===== config.mk =====
export PLATFORM = sky130hd
export DESIGN_NAME = csma_defer_ctrl
export DESIGN_NICKNAME = d
export VERILOG_FILES = /design/src/rtl/csma_pkg.sv /design/src/rtl/csma_lfsr.sv /design/src/rtl/csma_gap_timer.sv /design/src/rtl/csma_backoff.sv /design/src/rtl/csma_defer_ctrl.sv
export SDC_FILE = /design/constraint.sdc
export NUM_CORES = 1
export LEC_CHECK = 0
export CAP_MARGIN = 20
export CORE_MARGIN = 3
export CORE_UTILIZATION = 66
export DETAILED_ROUTE_END_ITERATION = 10
export DONT_BUFFER_PORTS = 1
export PLACE_DENSITY_LB_ADDON = 0.15
export SYNTH_ARGS = -nofsm -noshare
export SYNTH_HDL_FRONTEND = slang
export SYNTH_SLANG_ARGS = --single-unit
export TNS_END_PERCENT = 30

===== constraint.sdc =====
create_clock -name clk -period 4.56 [get_ports clk]
set_input_delay 0.228 -clock clk [delete_from_list [all_inputs] [get_ports clk]]
set_output_delay 0.228 -clock clk [all_outputs]
set_load 0.005 [all_outputs]

===== src/rtl/csma_pkg.sv =====
package csma_pkg;
  typedef enum logic [2:0] {
    ST_IDLE,
    ST_DEFER,
    ST_GAP1,
    ST_GAP2,
    ST_XMIT,
    ST_BACKOFF
  } csma_state_t;
endpackage


===== src/rtl/csma_lfsr.sv =====
// Free-running Galois LFSR used as the backoff random source.
module csma_lfsr #(
  parameter int          W    = 16,
  parameter logic [W-1:0] TAPS = 16'hB400,
  parameter logic [W-1:0] SEED = 16'hACE1
) (
  input  logic         clk,
  input  logic         rst,
  output logic [W-1:0] value
);
  always_ff @(posedge clk) begin
    if (rst)
      value <= SEED;
    else if (value[0])
      value <= (value >> 1) ^ TAPS;
    else
      value <= value >> 1;
  end
endmodule


===== src/rtl/csma_gap_timer.sv =====
// Interframe gap counter: flags the end of the restartable phase and the end of the gap.
module csma_gap_timer #(
  parameter int IFG_RESTART_BT = 64,
  parameter int IFG_TOTAL_BT   = 96
) (
  input  logic clk,
  input  logic rst,
  input  logic run,
  input  logic bit_en,
  output logic p1_hit,
  output logic expire
);
  localparam int CW = $clog2(IFG_TOTAL_BT + 1);

  logic [CW-1:0] cnt;

  always_ff @(posedge clk) begin
    if (rst || !run)
      cnt <= '0;
    else if (bit_en)
      cnt <= cnt + 1'b1;
  end

  assign p1_hit = run && bit_en && (cnt == CW'(IFG_RESTART_BT - 1));
  assign expire = run && bit_en && (cnt == CW'(IFG_TOTAL_BT - 1));
endmodule


===== src/rtl/csma_backoff.sv =====
// Draws a masked random slot count on load and times it out in bit times.
module csma_backoff #(
  parameter int LFSR_W = 16,
  parameter int SLOT_BT = 512,
  parameter int EXP_CAP = 10,
  parameter int CNT_W   = 5
) (
  input  logic              clk,
  input  logic              rst,
  input  logic              bit_en,
  input  logic              load,
  input  logic [CNT_W-1:0]  n_coll,
  input  logic [LFSR_W-1:0] rnd,
  output logic              draw_zero,
  output logic              expire
);
  localparam int SW = (SLOT_BT > 1) ? $clog2(SLOT_BT) : 1;

  logic [EXP_CAP-1:0] fold, mask, draw, slots;
  logic [SW-1:0]      bt;

  // fold every LFSR bit onto the exponent width so no random bit goes unused
  always_comb begin
    fold = '0;
    for (int i = 0; i < LFSR_W; i++)
      fold[i % EXP_CAP] = fold[i % EXP_CAP] ^ rnd[i];
  end

  always_comb begin
    int k;
    k = (int'(n_coll) > EXP_CAP) ? EXP_CAP : int'(n_coll);
    for (int b = 0; b < EXP_CAP; b++)
      mask[b] = (b < k);
  end

  assign draw      = fold & mask;
  assign draw_zero = (draw == '0);
  assign expire    = bit_en && (slots == EXP_CAP'(1)) && (bt == SW'(SLOT_BT - 1));

  always_ff @(posedge clk) begin
    if (rst) begin
      slots <= '0;
      bt    <= '0;
    end else if (load) begin
      slots <= draw;
      bt    <= '0;
    end else if (slots != '0 && bit_en) begin
      if (bt == SW'(SLOT_BT - 1)) begin
        bt    <= '0;
        slots <= slots - 1'b1;
      end else begin
        bt <= bt + 1'b1;
      end
    end
  end
endmodule


===== src/rtl/csma_defer_ctrl.sv =====
// Deferral, two-phase interframe gap, and truncated exponential backoff sequencing.
module csma_defer_ctrl #(
  parameter int IFG_RESTART_BT = 64,
  parameter int IFG_TOTAL_BT   = 96,
  parameter int SLOT_BT        = 512,
  parameter int EXP_CAP        = 10,
  parameter int MAX_ATTEMPTS   = 16,
  parameter int LFSR_W         = 16
) (
  input  logic clk,
  input  logic rst,
  input  logic bit_en,
  input  logic tx_req,
  input  logic crs,
  input  logic col,
  input  logic frm_end,
  output logic tx_start,
  output logic tx_done,
  output logic exc_col,
  output logic [$clog2(MAX_ATTEMPTS+1)-1:0] attempt_cnt
);
  import csma_pkg::*;

  localparam int AW = $clog2(MAX_ATTEMPTS + 1);

  csma_state_t     state, nxt;
  logic [LFSR_W-1:0] rnd;
  logic [AW-1:0]   n_next, att_d;
  logic            gap_run, p1_hit, gap_expire;
  logic            bo_load, bo_zero, bo_expire;
  logic            start_d, done_d, exc_d;

  csma_lfsr #(.W(LFSR_W)) lfsr_i (
    .clk(clk), .rst(rst), .value(rnd)
  );

  csma_gap_timer #(
    .IFG_RESTART_BT(IFG_RESTART_BT), .IFG_TOTAL_BT(IFG_TOTAL_BT)
  ) gap_i (
    .clk(clk), .rst(rst), .run(gap_run), .bit_en(bit_en),
    .p1_hit(p1_hit), .expire(gap_expire)
  );

  csma_backoff #(
    .LFSR_W(LFSR_W), .SLOT_BT(SLOT_BT), .EXP_CAP(EXP_CAP), .CNT_W(AW)
  ) bo_i (
    .clk(clk), .rst(rst), .bit_en(bit_en), .load(bo_load),
    .n_coll(n_next), .rnd(rnd), .draw_zero(bo_zero), .expire(bo_expire)
  );

  assign gap_run = (state == ST_GAP1) || (state == ST_GAP2);
  assign n_next  = attempt_cnt + 1'b1;

  always_comb begin
    nxt     = state;
    bo_load = 1'b0;
    start_d = 1'b0;
    done_d  = 1'b0;
    exc_d   = 1'b0;
    att_d   = attempt_cnt;
    case (state)
      ST_IDLE:  if (tx_req) nxt = ST_DEFER;
      ST_DEFER: if (!crs) nxt = ST_GAP1;
      ST_GAP1: begin
        if (crs)         nxt = ST_DEFER;
        else if (p1_hit) nxt = ST_GAP2;
      end
      ST_GAP2: begin
        if (gap_expire) begin
          nxt     = ST_XMIT;
          start_d = 1'b1;
        end
      end
      ST_XMIT: begin
        if (col) begin
          if (n_next == AW'(MAX_ATTEMPTS)) begin
            exc_d = 1'b1;
            att_d = '0;
            nxt   = ST_IDLE;
          end else begin
            att_d   = n_next;
            bo_load = 1'b1;
            nxt     = bo_zero ? ST_DEFER : ST_BACKOFF;
          end
        end else if (frm_end) begin
          done_d = 1'b1;
          att_d  = '0;
          nxt    = ST_IDLE;
        end
      end
      ST_BACKOFF: if (bo_expire) nxt = ST_DEFER;
      default:  nxt = ST_IDLE;
    endcase
  end

  always_ff @(posedge clk) begin
    if (rst) begin
      state       <= ST_IDLE;
      tx_start    <= 1'b0;
      tx_done     <= 1'b0;
      exc_col     <= 1'b0;
      attempt_cnt <= '0;
    end else begin
      state       <= nxt;
      tx_start    <= start_d;
      tx_done     <= done_d;
      exc_col     <= exc_d;
      attempt_cnt <= att_d;
    end
  end
endmodule


==> results.cfg, run 1 <==
[placed_design]
place_ws_ps = 2200
portBuffers = 0
place.gp.congestion = 0.855
post-dp-hpwl_um = 3380

[power_and_ir_drop]
p_comb_share_pct = 11.5
switching_share_pct = 26.6
clkPwrFrac_pct = 29.9
p_leak_nw = 1.02
seq_power_share_pct = 58.6
p_int_mw = 0.642
p_switching_mw = 0.233
power.density_mw_per_mm2 = 314
vdd_ir_drop_max_v = 0.000203

[final_layout]
antenna_cells = 0
layout.nets = 320
synthToLayoutAreaGrowth_pct = 3.44
nFillCells = 304
utilization_pct = 73.4
drive_gt1_share_pct = 9.77

[die]
ios = 15
start_util_pct = 70.9
fp.dieW_um = 69.9
rows = 22
core_mm2 = 0.00380
die_area_mm2 = 0.00488
dieHeight_um = 69.9

[logic_synthesis]
synth_area_mm2 = 0.00269
synth_seq_cells = 53
synth_nets = 328
synth_flop_cell = dfxtp_1
synthArstFlopShare_pct = 0
synthTopCellsByArea = dfxtp_1, nor2_1, xnor2_1, xor2_1, a21oi_1
ys_warn_count = 0
syn_inst = 314
yosysSeqAreaShare_pct = 39.4
synth.avg_cell_area_um2 = 8.58
synthTopCellsByCount = dfxtp_1, nor2_1, nand2_1, a21oi_1, xnor2_1
yosysTopAreaCell = dfxtp_1
synth_top_area_share_pct = 39.4
synth_edf_count = 0
yosysUniqueCellTypes = 56
synth.most_common_cell = dfxtp_1

[worst_setup_path]
end_kind = flop
required_ps = 4710
crit_arrival_ps = 2570
cp-start-kind = flop
path_class = flop to flop
crit_fanout = 7

[clocking]
ctsResizeCount = 0
cts_buffer_depth = 2
h-tree-depth = 2
cts_tree = done
clk_pin_slew_ps = 100
root_buffer = clkbuf_8
cts_buffers = 5
insertion_delay_ps = 310
cts_sinks = 53

[sta]
timing.final.ws_setup_ps = 2140
fin_crit_ps = 2420
setup_viol = 0
fmax_mhz = 414
fin_skew_ps = 8.04
setup_tns_ps = 0
drv_slew = 0
worstMarginPinSlew_ps = 979
rsz0062_at_grt = false
relSlewSlack_pct = 34.5
fin_crit_sh_pct = 53.0
final_hold_viol_count = 0

[hold_path]
hp-class = input pin to flop

[run]
maxCapViolCount = 0

[global_routing]
grt_pass1_wl_um = 8580
antenna_found_initial = 0
overflow = 0
grt_start_max_net_pins = 27
grt_pass1_vias = 1964
grt_usage_pct = 21.5

[detailed_routing]
routed_via_density = 5.85
vias = 2075
drc_errors = 0
antenna_left = 0
totalWireLength_um = 4930
routedWlPerCell_um = 13.9
drt_pass1_iterations = 5
drt-initial-drc-count = 72

[status]
status = completed
==> stage by stage <==
| stage | instance area [um2] | hold slack, ps | cells | power, mW |
|---|---|---|---|---|
| after floorplan | 2690 | 374 | 314 | 0.613 |
| final | 2790 | 18.5 | 355 | 0.876 |
| after CTS | 2790 | 7.72 | 355 | 0.885 |
| after global routing | 2790 | 6.88 | 355 | 0.917 |
| after global placement | 2690 | 300 | 346 | 0.619 |
| after detailed placement | 2690 | 303 | 346 | 0.621 |
==> layer usage <==
layer / GRT usage (%) / vias to the layer above / wire length [um]
met5: 0 / - / 0
li1: - / 1083 / -
met3: 4.75 / 8 / 137
met4: 7.66 / 0 / 87
met2: 35.8 / 27 / 2340
met1: 27.3 / 957 / 2370
==> cells by family after synthesis <==
logic type                 after synthesis  synth area share [%]
muxes                                    3                  1.16
AOI/OAI and AO/OA                       59                  14.4
xor gates and xnor gates                30                  9.75
DFF                                     53                  39.4
adders and majority gates                7                  3.25
and+or+nand+nor                        137                  28.4
buffers and inverters                   25                  3.67
==> power by group through the flow <==
| stage | clock (mW) | sequential [mW] | combinational, mW |
|---|---|---|---|
| final | 0.262 | 0.513 | 0.101 |
| after global routing | 0.284 | 0.518 | 0.115 |
| after CTS | 0.270 | 0.513 | 0.102 |
| after detailed placement | 0 | 0.524 | 0.0975 |
| after global placement | 0 | 0.523 | 0.0960 |
| after floorplan | 0 | 0.500 | 0.113 |
==> state kept, by name, summed over array words and instances (netlist names) <==
name / cells
attempt_cnt: 5
bo_i.bt: 9
bo_i.slots: 10
exc_col: 1
gap_i.cnt: 7
lfsr_i.value: 16
state: 3
tx_done: 1
tx_start: 1
==> area by class of cell <==
type	count	area (um2)	area share, %
multi-input cells	236	1530	55.1
flip-flops and latches	53	1060	38.1
clock buffers	6	72.6	2.60
well taps	48	60.1	2.16
inverters	9	33.8	1.21
clock inverters	2	15.0	0.539
repair buffers	1	10.0	0.359
==> critical path: stages (launching register included) <==
cell and delay [ps]:
dfxtp_1 400, and4_1 210, and2_1 160, and3_1 160, ha_1 250, and3_1 210
nand3_2 70, and4b_4 210, nor3_4 280, mux2i_1 220, a21oi_1 80
==> worst paths after layout <==
path         slack (ps)       startpoint              end  cells past startpoint
max                2140       bo_i.bt[2]         state[1]                     10
min                  20              rst  lfsr_i.value[7]                      1
max reg2reg        2140       bo_i.bt[2]         state[1]                     10
min reg2reg         450  lfsr_i.value[8]  lfsr_i.value[7]                      1
==> timing repair <==
action / 4_1_cts / 5_1_grt
hold buffers: 1 / 0
hold endpoints to repair: 26 / 0
buffers inserted: 0 / 0
==> placed cells by master (no fill, tap or decap), types with 2 or more instances in the layout <==
cell type   count
a311oi_1        2
nand4b_1        2
o211ai_1        2
nor3b_1         3
nand2b_1        6
and3_1          6
clkinvlp_4      2
o21ai_0        11
nor3_1          5
nor2_1         38
a211oi_1        4
nand3_1        11
nand4_1         5
nor4_4          2
a21oi_2         2
a31o_2          2
ha_1            7
nor2b_1         9
clkbuf_8        5
a22oi_1         5
nor4_1          2
inv_1           9
and2_1          3
xnor2_1        16
xor2_1         14
or2_2           8
a21oi_1        19
dfxtp_1        53
or3_1           3
mux2i_1         2
nand2_1        23
No activity file was read; power rests on OpenSTA's default activity.
==> inputs of run 2 (changes only) <==
--- a/config.mk
+++ b/config.mk
@@ -7,7 +7,7 @@
 export LEC_CHECK = 0
 export CAP_MARGIN = 20
 export CORE_MARGIN = 3
-export CORE_UTILIZATION = 66
+export CORE_UTILIZATION = 63
 export DETAILED_ROUTE_END_ITERATION = 10
 export DONT_BUFFER_PORTS = 1
 export PLACE_DENSITY_LB_ADDON = 0.15
==> constraint.sdc (replaced) <==
create_clock -name clk -period 2.4 [get_ports clk]
set_input_delay 0.12 -clock clk [delete_from_list [all_inputs] [get_ports clk]]
set_output_delay 0.12 -clock clk [all_outputs]
set_load 0.005 [all_outputs]
==> results.cfg, run 2 (same netlist as run 1, synthesis figures left out) <==
[status]
status = completed

[global_routing]
grt_usage_pct = 23.8
grt_pass1_vias = 2145
grt_start_max_net_pins = 24
antenna_found_initial = 0
grt_pass1_wl_um = 9830
overflow = 0

[clocking]
insertion_delay_ps = 310
clk_pin_slew_ps = 90
cts_buffer_depth = 2
root_buffer = clkbuf_8
cts_tree = done
cts_buffers = 5
cts_sinks = 53
h-tree-depth = 2

[die]
die_area_mm2 = 0.00510
rows = 23
start_util_pct = 66.4
core_mm2 = 0.00406
ios = 15
fp.dieW_um = 71.4
dieHeight_um = 71.4

[sta]
setup_tns_ps = 0
fin_skew_ps = 10.8
drv_slew = 0
setup_viol = 0
rsz0062_at_grt = false
fin_crit_sh_pct = 92.6
fin_crit_ps = 2220
final_hold_viol_count = 0
fmax_mhz = 450
relSlewSlack_pct = 52.5
worstMarginPinSlew_ps = 709

[detailed_routing]
routed_via_density = 5.75
drt_pass1_iterations = 4
routedWlPerCell_um = 14.5
drt-initial-drc-count = 97
totalWireLength_um = 5540
vias = 2190
antenna_left = 0
drc_errors = 0

[final_layout]
nFillCells = 294
final_common_cell = dfxtp_1
drive_gt1_share_pct = 12.7
antenna_cells = 0
top_regs = lfsr_i.value (16), bo_i.slots (10), bo_i.bt (9)
regMostFlops = lfsr_i.value
largest_reg_flops = 16
layout.nets = 344
final_cell_mix = dfxtp_1, nor2_1, nand2_1, a21oi_1, dlygate4sd3_1
synthToLayoutAreaGrowth_pct = 12.5

[hold_path]
hold_path_depth = 3
hp-class = input pin to flop

[power_and_ir_drop]
total_power_mw = 1.69
power.density_mw_per_mm2 = 556
vdd_ir_drop_max_v = 0.000506
p_leak_nw = 1.15

[worst_setup_path]
required_ps = 2560
cp-start-kind = flop
worstRegToRegCells = 10
crit_fanout = 5
crit_arrival_ps = 2390
path_class = flop to flop
end_kind = flop

[run]
maxCapViolCount = 0

[placed_design]
portBuffers = 0
place.gp.congestion = 0.760
post-dp-hpwl_um = 3610
## run 2: cell types whose count changed in the layout (fill, tap and decap cells not counted), moves of 2 or more
| cell | before | now |
|---|---|---|
| buf_4 | 0 | 6 |
| clkinv_2 | 0 | 2 |
| dfxtp_1 | 53 | 50 |
| dfxtp_2 | 0 | 3 |
| dlygate4sd3_1 | 1 | 19 |
## run 2: stage by stage
step / utilization (%) / instance area, um2 / std cells / setup slack (ps) / hold WS [ps]
floorplan: - / 2690 / 314 / 237 / 266
global placement: 67.4 / 2740 / 354 / 175 / 194
detailed placement: 67.4 / 2740 / 354 / 47.1 / 195
CTS: 74.3 / 3010 / 381 / 0.827 / 25.5
global route: 74.7 / 3030 / 381 / 21.3 / 26.5
finish: 74.7 / 3030 / 381 / 177 / 25.1
## run 2: layer usage
layer | vias to the layer above | GRT usage [%] | part of all wire [%]
met4 | 0 | 7.10 | 0.92
met2 | 44 | 39.8 | 50
met3 | 6 | 5.61 | 4.2
met5 | - | 0 | 0
li1 | 1117 | - | -
met1 | 1023 | 30.6 | 45
## run 2: cell type report
cell class | count | area (um2) | share of cell area [%]
sequential | 53 | 1060 | 35.1
tap | 50 | 62.6 | 2.06
multi-input combinational | 236 | 1550 | 51.1
clock buffer | 5 | 68.8 | 2.27
inverter | 9 | 33.8 | 1.11
clock inverter | 3 | 17.5 | 0.578
timing repair buffer | 25 | 235 | 7.76
## run 2: timing repair
| action | 4_1_cts | 5_1_grt |
|---|---|---|
| resized for setup | 0 | 6 |
| buffers inserted | 0 | 0 |
| hold buffers | 19 | 0 |
| endpoints found under the setup margin | 0 | 5 |
| hold endpoints to repair | 37 | 0 |
## run 2: critical path: stages, from the launching register on
cell and delay [ps]:
dfxtp_2 360, and4_1 210, and2_1 160, and3_1 200, ha_4 160, and3_1 180
nand3_2 90, and4b_4 220, nor3_4 210, mux2i_1 220, a21oi_1 80
## run 2: path summary, 6_finish.rpt
| kind | end | startpoint | slack [ps] |
|---|---|---|---|
| setup / recovery | state[1] | bo_i.bt[3] | 180 |
| hold / removal | gap_i.cnt[2] | bit_en | 30 |
| setup reg to reg | state[1] | bo_i.bt[3] | 180 |
| hold reg to reg | lfsr_i.value[0] | lfsr_i.value[1] | 490 |
## run 2: power breakdown
group	leakage (nW)	switching, mW	internal (mW)
Clock	0.0439	0.286	0.202
Sequential	0.433	0.0590	0.917
Combinational	0.670	0.0993	0.122
